## config.mk

```make
export PLATFORM = sky130hd
export DESIGN_NAME = dt_gate_ctrl
export DESIGN_NICKNAME = d
export VERILOG_FILES = /design/src/rtl/dtg_pkg.sv /design/src/rtl/dtg_sync2.sv /design/src/rtl/dtg_uvlo.sv /design/src/rtl/dtg_dead_core.sv /design/src/rtl/dt_gate_ctrl.sv
export SDC_FILE = /design/constraint.sdc
export NUM_CORES = 1
export LEC_CHECK = 0
export BUFFER_PORTS_ARGS = -buffer_cell sky130_fd_sc_hd__buf_2
export CAP_MARGIN = 30
export CORE_ASPECT_RATIO = 0.75
export CORE_MARGIN = 2
export CORE_UTILIZATION = 45
export DETAILED_ROUTE_END_ITERATION = 12
export PLACE_DENSITY = 0.82
export SYNTH_ARGS = -nofsm -noshare
export SYNTH_HDL_FRONTEND = slang
export SYNTH_SLANG_ARGS = --single-unit
```

## constraint.sdc

```tcl
create_clock -name clk -period 2.4 [get_ports clk]
set_input_delay 0.36 -clock clk [delete_from_list [all_inputs] [get_ports clk]]
set_output_delay 0.36 -clock clk [all_outputs]
set_load 0.01 [all_outputs]
```

## src/rtl/dtg_pkg.sv

```systemverilog
package dtg_pkg;

  typedef enum logic [1:0] {
    SIDE_NONE = 2'd0,
    SIDE_HI   = 2'd1,
    SIDE_LO   = 2'd2
  } side_e;

  // Clamp a requested dead count into [lo, hi].
  function automatic int unsigned dt_clamp(input int unsigned raw,
                                           input int unsigned lo,
                                           input int unsigned hi);
    if (raw < lo) return lo;
    if (raw > hi) return hi;
    return raw;
  endfunction

  // Next lockout state of one supply channel, with hysteresis.
  function automatic logic uv_next(input logic uv,
                                   input int unsigned code,
                                   input int unsigned rise,
                                   input int unsigned fall);
    if (uv) return (code < rise);
    return (code < fall);
  endfunction

endpackage

```

## src/rtl/dtg_sync2.sv

```systemverilog
module dtg_sync2 #(
  parameter int W = 1
) (
  input  logic         clk,
  input  logic         rst_n,
  input  logic [W-1:0] d,
  output logic [W-1:0] q
);
  logic [W-1:0] meta;

  always_ff @(posedge clk or negedge rst_n) begin
    if (!rst_n) begin
      meta <= '0;
      q    <= '0;
    end else begin
      meta <= d;
      q    <= meta;
    end
  end
endmodule

```

## src/rtl/dtg_uvlo.sv

```systemverilog
module dtg_uvlo #(
  parameter int CODE_W    = 8,
  parameter int RISE_CODE = 89,
  parameter int FALL_CODE = 82
) (
  input  logic              clk,
  input  logic              rst_n,
  input  logic [CODE_W-1:0] code,
  output logic              uv
);
  import dtg_pkg::*;

  always_ff @(posedge clk or negedge rst_n) begin
    if (!rst_n) uv <= 1'b1;
    else        uv <= uv_next(uv, int'(code), RISE_CODE, FALL_CODE);
  end
endmodule

```

## src/rtl/dtg_dead_core.sv

```systemverilog
module dtg_dead_core #(
  parameter int DT_W = 10
) (
  input  logic            clk,
  input  logic            rst_n,
  input  logic            want,
  input  logic            fault,
  input  logic [DT_W-1:0] dt_eff,
  output logic            hi,
  output logic            lo
);
  import dtg_pkg::*;

  side_e           side;
  side_e           want_side;
  logic            want_q;
  logic [DT_W-1:0] cnt;
  logic [DT_W:0]   cnt_inc;
  logic            gap_done;

  assign want_side = want ? SIDE_HI : SIDE_LO;
  assign cnt_inc   = {1'b0, cnt} + 1'b1;
  assign gap_done  = (cnt_inc >= {1'b0, dt_eff});

  always_ff @(posedge clk or negedge rst_n) begin
    if (!rst_n) begin
      side   <= SIDE_NONE;
      cnt    <= '0;
      want_q <= 1'b0;
    end else begin
      want_q <= want;
      if (fault) begin
        side <= SIDE_NONE;
        cnt  <= '0;
      end else if (side != SIDE_NONE && side != want_side) begin
        side <= SIDE_NONE;
        cnt  <= '0;
      end else if (side == SIDE_NONE) begin
        if (want != want_q) begin
          cnt <= '0;
        end else if (gap_done) begin
          side <= want_side;
          cnt  <= '0;
        end else begin
          cnt <= cnt_inc[DT_W-1:0];
        end
      end
    end
  end

  assign hi = (side == SIDE_HI);
  assign lo = (side == SIDE_LO);
endmodule

```

## src/rtl/dt_gate_ctrl.sv

```systemverilog
module dt_gate_ctrl #(
  parameter int DT_W      = 10,
  parameter int DT_MIN    = 1,
  parameter int DT_MAX    = 500,
  parameter int CODE_W    = 8,
  parameter int RISE_CODE = 89,
  parameter int FALL_CODE = 82
) (
  input  logic              clk,
  input  logic              rst_n,
  input  logic              pwm_in,
  input  logic              sd_in,
  input  logic [DT_W-1:0]   dead_cfg,
  input  logic [CODE_W-1:0] vcc_code,
  input  logic [CODE_W-1:0] vbs_code,
  output logic              hi_drv,
  output logic              lo_drv
);
  import dtg_pkg::*;

  localparam int NCH = 2;

  logic [1:0]        sync_q;
  logic              pwm_s;
  logic              sd_s;
  logic [NCH-1:0]    uv;
  logic              fault;
  logic [DT_W-1:0]   dt_eff;
  logic [CODE_W-1:0] codes [NCH];

  dtg_sync2 #(.W(2)) u_sync (
    .clk  (clk),
    .rst_n(rst_n),
    .d    ({sd_in, pwm_in}),
    .q    (sync_q)
  );
  assign pwm_s = sync_q[0];
  assign sd_s  = sync_q[1];

  assign codes[0] = vcc_code;
  assign codes[1] = vbs_code;

  for (genvar g = 0; g < NCH; g++) begin : g_uv
    dtg_uvlo #(
      .CODE_W   (CODE_W),
      .RISE_CODE(RISE_CODE),
      .FALL_CODE(FALL_CODE)
    ) u_uvlo (
      .clk  (clk),
      .rst_n(rst_n),
      .code (codes[g]),
      .uv   (uv[g])
    );
  end

  assign fault  = sd_s | (|uv);
  assign dt_eff = DT_W'(dt_clamp(int'(dead_cfg), DT_MIN, DT_MAX));

  dtg_dead_core #(.DT_W(DT_W)) u_core (
    .clk   (clk),
    .rst_n (rst_n),
    .want  (pwm_s),
    .fault (fault),
    .dt_eff(dt_eff),
    .hi    (hi_drv),
    .lo    (lo_drv)
  );
endmodule

```

== After elaboration in Yosys (flattened, before gate mapping) ==
Cells that the tools add are included.
Operators by class
  equality and inequality tests: 5
  bitwise operators: 1
  reduce and logical (&&, ||, !) cells: 7
  magnitude comparators: 7
  $add $sub $neg: 1
  muxes and demuxes: 24
Operators with widths (number)
  $mux W10: 7
  $lt A8 B7 Y1 const B: 4
  $mux W2: 6
  $add A10 B1 Y11 const B: 1
  $ge A11 B10 Y1: 1
  $gt A10 B9 Y1 const B: 1
  $lt A10 B1 Y1 const B: 1
  $mux W1: 10
  $mux W9: 1
  $reduce_bool A3 Y1: 2
  $ne A3 B2 Y1 const B: 1
  $reduce_and A3 Y1: 1
  $eq A2 B1 Y1 const B: 1
  $eq A2 B2 Y1 const B: 1
  $logic_not A2 Y1: 1
  $ne A2 B2 Y1: 1
  $reduce_bool A2 Y1: 1
  $reduce_or A2 Y1: 1
  $logic_and A1 B1 Y1: 1
  $ne A1 B1 Y1: 1
  $or A1 B1 Y1: 1
Storage, ports and cells
  register bits: 19
  output and inout port bits: 2
  input port bits: 30
  logic and storage cells: 52

== Depth between registers and ports, before layout ==
Gate-level depths: netlist (run 1).
  word-level depth: 11
  mapped depth: 11

== Cells and area by module ==
From an unflattened synthesis (run 1), not the netlist that was laid out.
Second synthesis, totals
  cells, all modules: 133
  area total of the unflattened synthesis: 1328.8 um^2
Modules (own cells, without submodules)
  dtg_dead_core: area an instance 979.7 um^2, times used 1, cells an instance 99
  dtg_uvlo: area an instance 68.8 um^2, times used 2, cells an instance 7
  dt_gate_ctrl: area an instance 111.4 um^2, times used 1, cells an instance 16
  dtg_sync2: area an instance 100.1 um^2, times used 1, cells an instance 4

== Least setup slack after synthesis (run 1) ==
Ideal clock, no wire load.
  path kind: register -> register
  start: register u_core.cnt[0]
  end: register u_core.cnt[2]
  period minus slack after synthesis: 2.488 ns
  data required time: 2.334 ns
  data arrival time: 2.422 ns
  slack: -0.088 ns
  cell stages (with the launch flop): 10
  cell sequence: dfrtp_1 -> ha_1 -> nand2_2 -> nor3_1 -> xor2_1 -> ha_1 -> a2111oi_1 -> a31oi_4 -> nor4b_2 -> a221o_1
Between the ends
  word-level cells in the longest chain between the ends: 7
RTL lines
  start: declaration: line dtg_dead_core.sv:17  | logic [DT_W-1:0] cnt;
  start signal: assignment: line dtg_dead_core.sv:45  | cnt <= cnt_inc[DT_W-1:0];
  $add A10 B1 Y11 (*): line dtg_dead_core.sv:22  | assign cnt_inc = {1'b0, cnt} + 1'b1;
  $ge A11 B10 Y1: line dtg_dead_core.sv:23  | assign gap_done = (cnt_inc >= {1'b0, dt_eff});
  $mux W10 (*): line dtg_dead_core.sv:41  | end else if (gap_done) begin
  $mux W10 (*): line dtg_dead_core.sv:39  | if (want != want_q) begin
  $mux W10 (*): line dtg_dead_core.sv:38  | end else if (side == SIDE_NONE) begin
  $mux W10 (*): line dtg_dead_core.sv:35  | end else if (side != SIDE_NONE && side != want_side) begin
  $mux W10 (*): line dtg_dead_core.sv:32  | if (fault) begin
Every way passes the cells marked *; elsewhere a longest branch is shown, timed or not. The select of a mux whose other input is x is not followed.
A chain may end at the register's enable or synchronous reset.

== Final worst setup path (run 1) ==
Ends and elaborated chain as after synthesis.

==> reports/qor.yml, run 1 <==
synthMuxAreaShare: 0.0171
skew_ps: 2.04
crit_type: "flip-flop to flip-flop"
clkSinkCount: 19
vias_per_cell: 5.72
leakage_nw: 0.933
grt_pass1_vias: 1251
reg2reg_slack_ps: -230
cts_tree: "done"
clk_pin_slew_ps: 70
yosys-top-cells-area: "dfrtp_1 34%, ha_1 11%, a22o_1 4.9%"
synth-adder-area-share: 0.110
ys_ff_latch: 19
synthXorXnorAreaFrac: 0.0562
crit_fanout: 5
top_usage_layer: "met2"
final_util: 0.754
syn-instance-count: 123
htreeDepth: 1
ff2ff_path_depth: 11
postLayoutSetupSlackWorst_ps: -235
max_slew.worst_pin.slew_ps: 753
rsz0062_at_grt: "true"
grt.total_usage: 0.236
start_util: 0.475
root_buffer: "clkbuf_8"
dr.pass1.iters: 4
finalWirelength_um: 4110
fin_nets: 229
violations: "negative setup slack"
yosys_warnings: 0
grt_util_met3: 0.0662
max_cap_viol_count: 0
yosysSeqAreaShare: 0.384
clock_latency_ps: 260
slew_headroom: 0.497
ir_drop_mv: 0.357
io_pins: 32
synth_compound_area_frac: 0.201
overflow: 0
mostFrequentLayoutCell: "buf_2"
grt_max_degree: 20
slew_violations: 0
cp-end-kind: "flip-flop"
diodes: 0
syn_nets: 164
syn_to_final_growth_pct: 58.6
netlist_area_sq_um: 1250
final_cell_mix: "31 x buf_2, 25 x buf_4, 13 x dfrtp_1, 10 x nor2_1, 7 x a22o_1"
holdWs_ps: 31.5
routed-via-count: 1275
powerDensity_nw_per_um2: 340
hold_class: "input port to asynchronous set/reset pin"
core_area_sq_um: 2620
clockBufferDepth: 2
hold_viol: 0
antenna_found_initial: 0
drive_gt1_frac: 0.567
finalCritPeriodShare: 1.10
dieArea_sq_um: 3210
grt_pass1_wl_um: 5700
setup_viol: 12
numPortBuffers: 31
r2r_start: "u_core.cnt[0]"
synth_top_area_share: 0.341
fp.dieW_um: 64.8
drtAntennaViolNets: 0
place_hpwl_um: 2630
synth_top_family_by_area: "simple AND/OR/NAND/NOR gates"
start_kind: "flip-flop"
required_ps: 2540
fmax_ghz: 0.380
grt_util_met2: 0.421
yosys.cell_types.count: 41
fp.dieH_um: 49.6
wl_per_cell_um: 18.4
synth_top_cell_by_area: "dfrtp_1"
outcome: "finished with violations"
r2r-end: "u_core.cnt[2]"
avgSynthCellArea_sq_um: 10.1
synth_simple_gate_area_share: 0.217
std_cell_rows: 16
cts_made_buffers: 3
first_iter_violations: 105
grtUsageMet1: 0.277
drc: 0
crit_arrival_ps: 2780
period_minus_slack_ps: 2630
place_congestion: 0.917
## cells in the mapped netlist, drive strengths merged
cell type / n
nand4: 1
a211oi: 1
nand2b: 3
a221o: 1
xnor2: 4
nor4: 3
mux2: 1
nor2: 12
a32o: 1
conb: 1
a21o: 2
buf: 1
nor3: 4
o21ai: 5
o31ai: 4
xor2: 4
nor4b: 1
dfrtp: 17
nand2: 8
or3: 1
dfstp: 2
o21a: 2
a31oi: 2
inv: 3
nand3: 6
nor2b: 4
or4: 1
ha: 11
a22o: 7
mux2i: 1
a2111oi: 2
a21oi: 6
and4: 1
## worst max-delay path, cell delays in order (launching register included)
cell and delay, ps:
dfrtp_2 430, ha_4 170, nand2_4 80, or3_4 370
nand2_4 90, ha_4 140, nand4_1 170, a21o_1 260
a31oi_4 320, buf_6 150, nor4b_2 40, a221o_1 260
## per-stage QoR
step | cells | setup slack (ps) | total power, mW | TNS [ps] | cell area [sq um]
5_1_grt | 223 | -292 | 0.701 | -2500 | 1980
3_5_place_dp | 206 | -341 | 0.429 | -1740 | 1580
6_report | 223 | -235 | 0.673 | -1900 | 1980
3_3_place_gp | 206 | -49.2 | 0.421 | -95.3 | 1580
2_1_floorplan | 123 | 21.9 | 0.375 | 0 | 1250
4_1_cts | 217 | -72.6 | 0.663 | -74.7 | 1800
## layer usage
metal / up-vias / part of all wire
li1: 587 / -
met1: 618 / 0.38
met2: 54 / 0.50
met3: 16 / 0.063
met4: 0 / 0.050
met5: - / 0
## worst max-delay path by stage
stage | to | cells after the start | slack [ps] | start
final | u_core.cnt[2] | 11 | -230 | u_core.cnt[0]
after floorplan | u_core.cnt[2] | 10 | 20 | u_core.cnt[0]
after CTS | u_core.side[1] | 10 | -70 | u_core.cnt[1]
after global placement | u_core.cnt[2] | 11 | -50 | dead_cfg[0]
after global routing | u_core.cnt[2] | 11 | -290 | u_core.cnt[0]
after detailed placement | u_core.side[1] | 12 | -340 | dead_cfg[0]
## state kept, by name (all words and copies together) (netlist names)
register,flops
g_uv.u_uvlo.uv,2
u_core.cnt,10
u_core.side,2
u_core.want_q,1
u_sync.meta,2
u_sync.q,2
## area by class of cell
type / count / area, sq um
tap: 36 / 45.0
multi-input combinational: 101 / 1000
clock buffer: 3 / 41.3
clock inverter: 1 / 7.51
fill: 170 / 646
timing repair buffer: 60 / 388
sequential: 19 / 483
inverter: 3 / 11.3
## report_power, final
| group | internal [mW] | leakage [nW] | switching, mW | total [mW] |
|---|---|---|---|---|
| registers | 0.330 | 0.240 | 0.00827 | 0.338 |
| clock network | 0.117 | 0.0217 | 0.112 | 0.229 |
| logic | 0.0516 | 0.671 | 0.0542 | 0.106 |
| total | 0.498 | 0.933 | 0.175 | 0.673 |
## repair_timing
| item | 4_1_cts | 5_1_grt |
|---|---|---|
| gates cloned | 1 | 0 |
| resized for setup | 22 | 25 |
| setup buffers | 6 | 6 |
| setup endpoints to repair | 11 | 12 |
| pin swaps | 11 | 18 |
| hold buffers | 0 | 0 |
## logic make-up after synthesis
family | after synthesis
AO/OA/AOI/OAI | 33
AND/OR/NAND/NOR | 45
adder cells (fa/ha/maj) | 11
other | 1
multiplexers | 2
XOR/XNOR | 8
flip-flops | 19
buffers and inverters | 4
Power figures use the tool's default switching activity.
==> run 2: changes to the inputs <==
--- a/config.mk
+++ b/config.mk
@@ -12,6 +12,7 @@
 export CORE_UTILIZATION = 45
 export DETAILED_ROUTE_END_ITERATION = 12
 export PLACE_DENSITY = 0.82
+export RECOVER_POWER = 50
 export SYNTH_ARGS = -nofsm -noshare
 export SYNTH_HDL_FRONTEND = slang
 export SYNTH_SLANG_ARGS = --single-unit
==> reports/qor.yml, run 2 (synthesis results as in run 1) <==
outcome: "finished with violations"
violations: "negative setup slack"
leakage_nw: 0.930  # -0.30%
slew_violations: 0  # unchanged
setup_tns_ps: -1890  # +8.15 ps
final_util: 0.753  # about the same
ir_drop_mv: 0.357  # about the same
overflow: 0  # unchanged
htreeDepth: 1  # unchanged
top_usage_layer: "met2"
p_switching_mw: 0.175  # about the same
fp.dieW_um: 64.8  # unchanged
hold_class: "input port to flip-flop"
largest_reg_flops: 10  # unchanged
cts_made_buffers: 3  # unchanged
fin_nets: 229  # unchanged
wl_per_cell_um: 18.4  # about the same
crit_arrival_ps: 2780  # about the same
fmax_ghz: 0.380  # about the same
start_kind: "flip-flop"
p_seq_frac: 0.502  # about the same
slew_headroom: 0.316  # -0.181
mostFrequentLayoutCell: "buf_2"
numPortBuffers: 31  # unchanged
core_area_sq_um: 2620  # unchanged
finalWirelength_um: 4110  # about the same
max_cap_viol_count: 0  # unchanged
place_hpwl_um: 2630  # unchanged
clk_pin_slew_ps: 70  # about the same
clkSinkCount: 19  # unchanged
crit_fanout: 5  # unchanged
cellInternalPower_mw: 0.498  # about the same
hold_viol: 0  # unchanged
grt.total_usage: 0.236  # unchanged
diodes: 0  # unchanged
clockBufferDepth: 2  # unchanged
vias_per_cell: 5.70  # -0.31%
postLayoutSetupSlackWorst_ps: -234  # +0.329 ps
crit_type: "flip-flop to flip-flop"
p_comb_frac: 0.157  # about the same
setup_viol: 12  # unchanged
first_iter_violations: 105  # unchanged
routed-via-count: 1271  # -0.31%
drc: 0  # unchanged
dieArea_sq_um: 3210  # unchanged
antenna_found_initial: 0  # unchanged
std_cell_rows: 16  # unchanged
clkPwrFrac: 0.341  # about the same
cts_tree: "done"
grt_util_met3: 0.0662  # unchanged
skew_ps: 2.01  # -0.0330 ps
fp.dieH_um: 49.6  # unchanged
grt_pass1_wl_um: 5700  # unchanged
switching_share: 0.259  # about the same
final_cell_mix: "30 x buf_2, 25 x buf_4, 13 x dfrtp_1, 10 x nor2_1, 7 x a22o_1"
grt_util_met2: 0.421  # unchanged
grt_max_degree: 20  # unchanged
grtUsageMet1: 0.277  # unchanged
powerDensity_nw_per_um2: 341  # about the same
grt_pass1_vias: 1251  # unchanged
io_pins: 32  # unchanged
clock_latency_ps: 260  # about the same
required_ps: 2540  # about the same
rsz0062_at_grt: "true"
cp-end-kind: "flip-flop"
finalCritPeriodShare: 1.10  # about the same
drive_gt1_frac: 0.561  # -0.00535
start_util: 0.475  # unchanged
place_congestion: 0.917  # unchanged
top_register: "u_core.cnt"
dr.pass1.iters: 4  # unchanged
max_slew.worst_pin.slew_ps: 1030  # +273 ps
period_minus_slack_ps: 2630  # -0.329 ps
root_buffer: "clkbuf_8"
drtAntennaViolNets: 0  # unchanged
syn_to_final_growth_pct: 58.5  # about the same
==> run 2: path summary, 6_finish.rpt <==
check / startpoint / end / slack [ps] / cells past startpoint
max: u_core.cnt[0] / u_core.cnt[2] / -230 / 11
min: sd_in / u_sync.meta[1] / 200 / 1
max reg2reg: u_core.cnt[0] / u_core.cnt[2] / -230 / 11
min reg2reg: u_sync.meta[0] / u_sync.q[0] / 350 / 0
max in group asynchronous: rst_n / u_core.cnt[1] / 1460 / 1
min in group asynchronous: rst_n / u_core.cnt[2] / 250 / 1
==> run 2: metal layers <==
| layer | wire length [um] | up-vias |
|---|---|---|
| met5 | 0 | - |
| met4 | 206 | 0 |
| met3 | 251 | 16 |
| met2 | 2060 | 50 |
| met1 | 1590 | 617 |
| li1 | - | 588 |
==> run 2: stage by stage <==
stage	power, mW	cells	setup WS [ps]	cell area (sq um)	hold WS (ps)
3_5_place_dp	0.429	206	-341	1580	325
3_3_place_gp	0.421	206	-49.2	1580	308
6_report	0.673	223	-234	1980	201
5_1_grt	0.701	223	-292	1980	190
2_1_floorplan	0.375	123	21.9	1250	64.4
4_1_cts	0.663	217	-72.6	1800	44.3
==> run 2: repair_timing <==
item | CTS | global route
hold buffers | 0 | 0
cloned | 1 | 0
setup buffers | 6 | 6
hold endpoints to repair | 0 | 0
gates resized for setup | 22 | 25
setup endpoints to repair | 11 | 12
pin swaps | 11 | 18
==> run 2: layout make-up <==
type	count	area, sq um
clock inverters	1	7.51
clock buffers	3	41.3
fillers	170	647
flip-flops and latches	19	483
well taps	36	45.0
multi-input cells	101	1000
inverters	3	11.3
repair buffers	60	387
==> run 2: critical path: stages (launching register included) <==
cell and delay [ps]:
dfrtp_2 430, ha_4 170, nand2_4 80, or3_4 370
nand2_4 90, ha_4 140, nand4_1 170, a21o_1 260
a31oi_4 320, buf_6 150, nor4b_2 40, a221o_1 260
==> run 2: power by group through the flow <==
stage          clock [mW]  combinational [mW]  sequential, mW
3_5_place_dp            0              0.0872           0.342
2_1_floorplan           0              0.0345           0.340
6_report            0.229               0.106           0.338
4_1_cts             0.233              0.0939           0.336
3_3_place_gp            0              0.0793           0.341
5_1_grt             0.249               0.114           0.339
==> run 3: changes to the inputs <==
--- a/config.mk
+++ b/config.mk
@@ -11,7 +11,7 @@
 export CORE_MARGIN = 2
 export CORE_UTILIZATION = 45
 export DETAILED_ROUTE_END_ITERATION = 12
-export PLACE_DENSITY = 0.82
+export PLACE_DENSITY = 0.73
 export RECOVER_POWER = 50
 export SYNTH_ARGS = -nofsm -noshare
 export SYNTH_HDL_FRONTEND = slang
==> reports/qor.yml, run 3 (synthesis results as in run 1) <==
outcome: "finished with violations"
violations: "negative setup slack"
reg2reg_slack_ps: -170  # +60 ps
grt_pass1_vias: 1352  # +8.1%
rsz0062_at_grt: "true"
finalWirelength_um: 4190  # +1.9%
max_cap_viol_count: 0  # unchanged
final-seq-area_sq_um: 483  # unchanged
start_util: 0.475  # unchanged
cts_tree: "done"
setup_viol: 10  # -2
routed-via-count: 1305  # +2.7%
setup_tns_ps: -985  # +907 ps
final_cell_mix: "30 x buf_2, 29 x buf_4, 13 x dfrtp_1, 9 x nor2_1"
dieArea_sq_um: 3210  # unchanged
top_register: "u_core.cnt"
root_buffer: "clkbuf_8"
crit_arrival_ps: 2750  # -30 ps
crit_fanout: 6  # +1
skew_ps: 2.68  # +0.671 ps
hold_viol: 0  # unchanged
io_pins: 32  # unchanged
crit_type: "flip-flop to flip-flop"
multi_input_area_sq_um: 962  # -3.9%
grt_util_met3: 0.0799  # +0.0137
finalCritPeriodShare: 1.07  # -0.0268
max_slew.worst_pin.slew_ps: 1010  # -15.7 ps
drc: 0  # unchanged
numPortBuffers: 31  # unchanged
min-delay-start: "pwm_in"
fp.dieW_um: 64.8  # unchanged
vias_per_cell: 5.75  # +0.87%
clkSinkCount: 19  # unchanged
grtUsageMet1: 0.288  # +0.0116
cp-end-kind: "flip-flop"
syn_to_final_growth_pct: 58.5  # unchanged
cts_hold_buf: 0  # unchanged
place_congestion: 0.817  # -11%
overflow: 0  # unchanged
slew_violations: 0  # unchanged
clockBufferDepth: 2  # unchanged
hold_depth: 1  # unchanged
grt.total_usage: 0.259  # +0.0229
std_cell_rows: 16  # unchanged
top_usage_layer: "met2"
fp.dieH_um: 49.6  # unchanged
diodes: 0  # unchanged
postLayoutSetupSlackWorst_ps: -170  # +64.2 ps
nFillCells: 187  # +10%
fmax_ghz: 0.389  # +2.5%
grt_max_degree: 20  # unchanged
r2r-end: "u_core.cnt[1]"
ir_drop_mv: 0.467  # +31%
mostFrequentLayoutCell: "buf_2"
place_hpwl_um: 2600  # -1.2%
core_area_sq_um: 2620  # unchanged
fin_nets: 233  # +1.7%
required_ps: 2580  # +40 ps
period_minus_slack_ps: 2570  # -64.2 ps
powerDensity_nw_per_um2: 338  # -0.71%
cts_made_buffers: 3  # unchanged
hold_class: "input port to flip-flop"
grt_pass1_wl_um: 6200  # +8.7%
clk_pin_slew_ps: 70  # about the same
start_kind: "flip-flop"
slew_headroom: 0.327  # +0.0105
min_to: "u_sync.meta[0]"
clock_latency_ps: 260  # about the same
wl_per_cell_um: 18.4  # +0.15%
drtAntennaViolNets: 0  # unchanged
dr.pass1.iters: 4  # unchanged
grt_util_met2: 0.457  # +0.0361
htreeDepth: 1  # unchanged
antenna_found_initial: 0  # unchanged
r2r_start: "u_core.cnt[1]"
largest_reg_flops: 10  # unchanged
drive_gt1_frac: 0.565  # +0.00395
leakage_nw: 0.955  # +2.6%
holdWs_ps: 202  # +0.822 ps
first_iter_violations: 59  # -44%
ff2ff_path_depth: 12  # +1
-- run 3: where the power goes --
group | switching, mW | internal (mW) | leakage, nW
combinational | 0.0500 | 0.0485 | 0.693
clock | 0.114 | 0.117 | 0.0217
sequential | 0.00830 | 0.330 | 0.240
-- run 3: cell type report --
class | instances | area share
clock inverters | 1 | 0.00380
inverters | 3 | 0.00570
multi-input cells | 101 | 0.487
flip-flops and latches | 19 | 0.244
repair buffers | 64 | 0.215
clock buffers | 3 | 0.0209
well taps | 36 | 0.0228
-- run 3: timing repair --
item,CTS,global route
gates resized for setup,18,26
endpoints found under the setup margin,11,12
gates cloned,1,0
pin swaps,9,27
buffers inserted,6,6
-- run 3: metrics by stage --
stage	utilization	worst slack (ps)	cell area [sq um]	power, mW	instances
final	0.753	-170	1980	0.668	227
after global routing	0.753	-227	1980	0.699	227
after CTS	0.684	-56.7	1790	0.661	221
after detailed placement	0.612	-193	1610	0.428	210
after global placement	0.612	-49.2	1610	0.422	210
after floorplan	-	21.9	1250	0.375	123
-- run 3: critical path: stages, from the launching register on --
cell and delay [ps]:
dfrtp_2 430, ha_4 170, buf_6 120, nand3_4 70
xnor2_2 200, ha_1 300, a21oi_2 170, nor2b_1 80
o21ai_2 220, a31oi_4 180, buf_6 160, nor2_4 170
a22o_1 200
-- run 3: how the worst max path moves through the flow --
stage             startpoint             end  slack [ps]  cells after the start
3_3_place_gp     dead_cfg[4]   u_core.cnt[2]         -50                     11
5_1_grt        u_core.cnt[0]   u_core.cnt[1]        -230                     12
3_5_place_dp     dead_cfg[0]   u_core.cnt[2]        -190                     12
4_1_cts        u_core.cnt[1]  u_core.side[1]         -60                     10
6_report       u_core.cnt[1]   u_core.cnt[1]        -170                     12
2_1_floorplan  u_core.cnt[0]   u_core.cnt[2]          20                     10
-- run 3: metal layers --
| layer | routed length [um] | vias to the layer above |
|---|---|---|
| met4 | 110 | 0 |
| met5 | 0 | - |
| li1 | - | 599 |
| met3 | 218 | 15 |
| met1 | 1600 | 641 |
| met2 | 2260 | 50 |
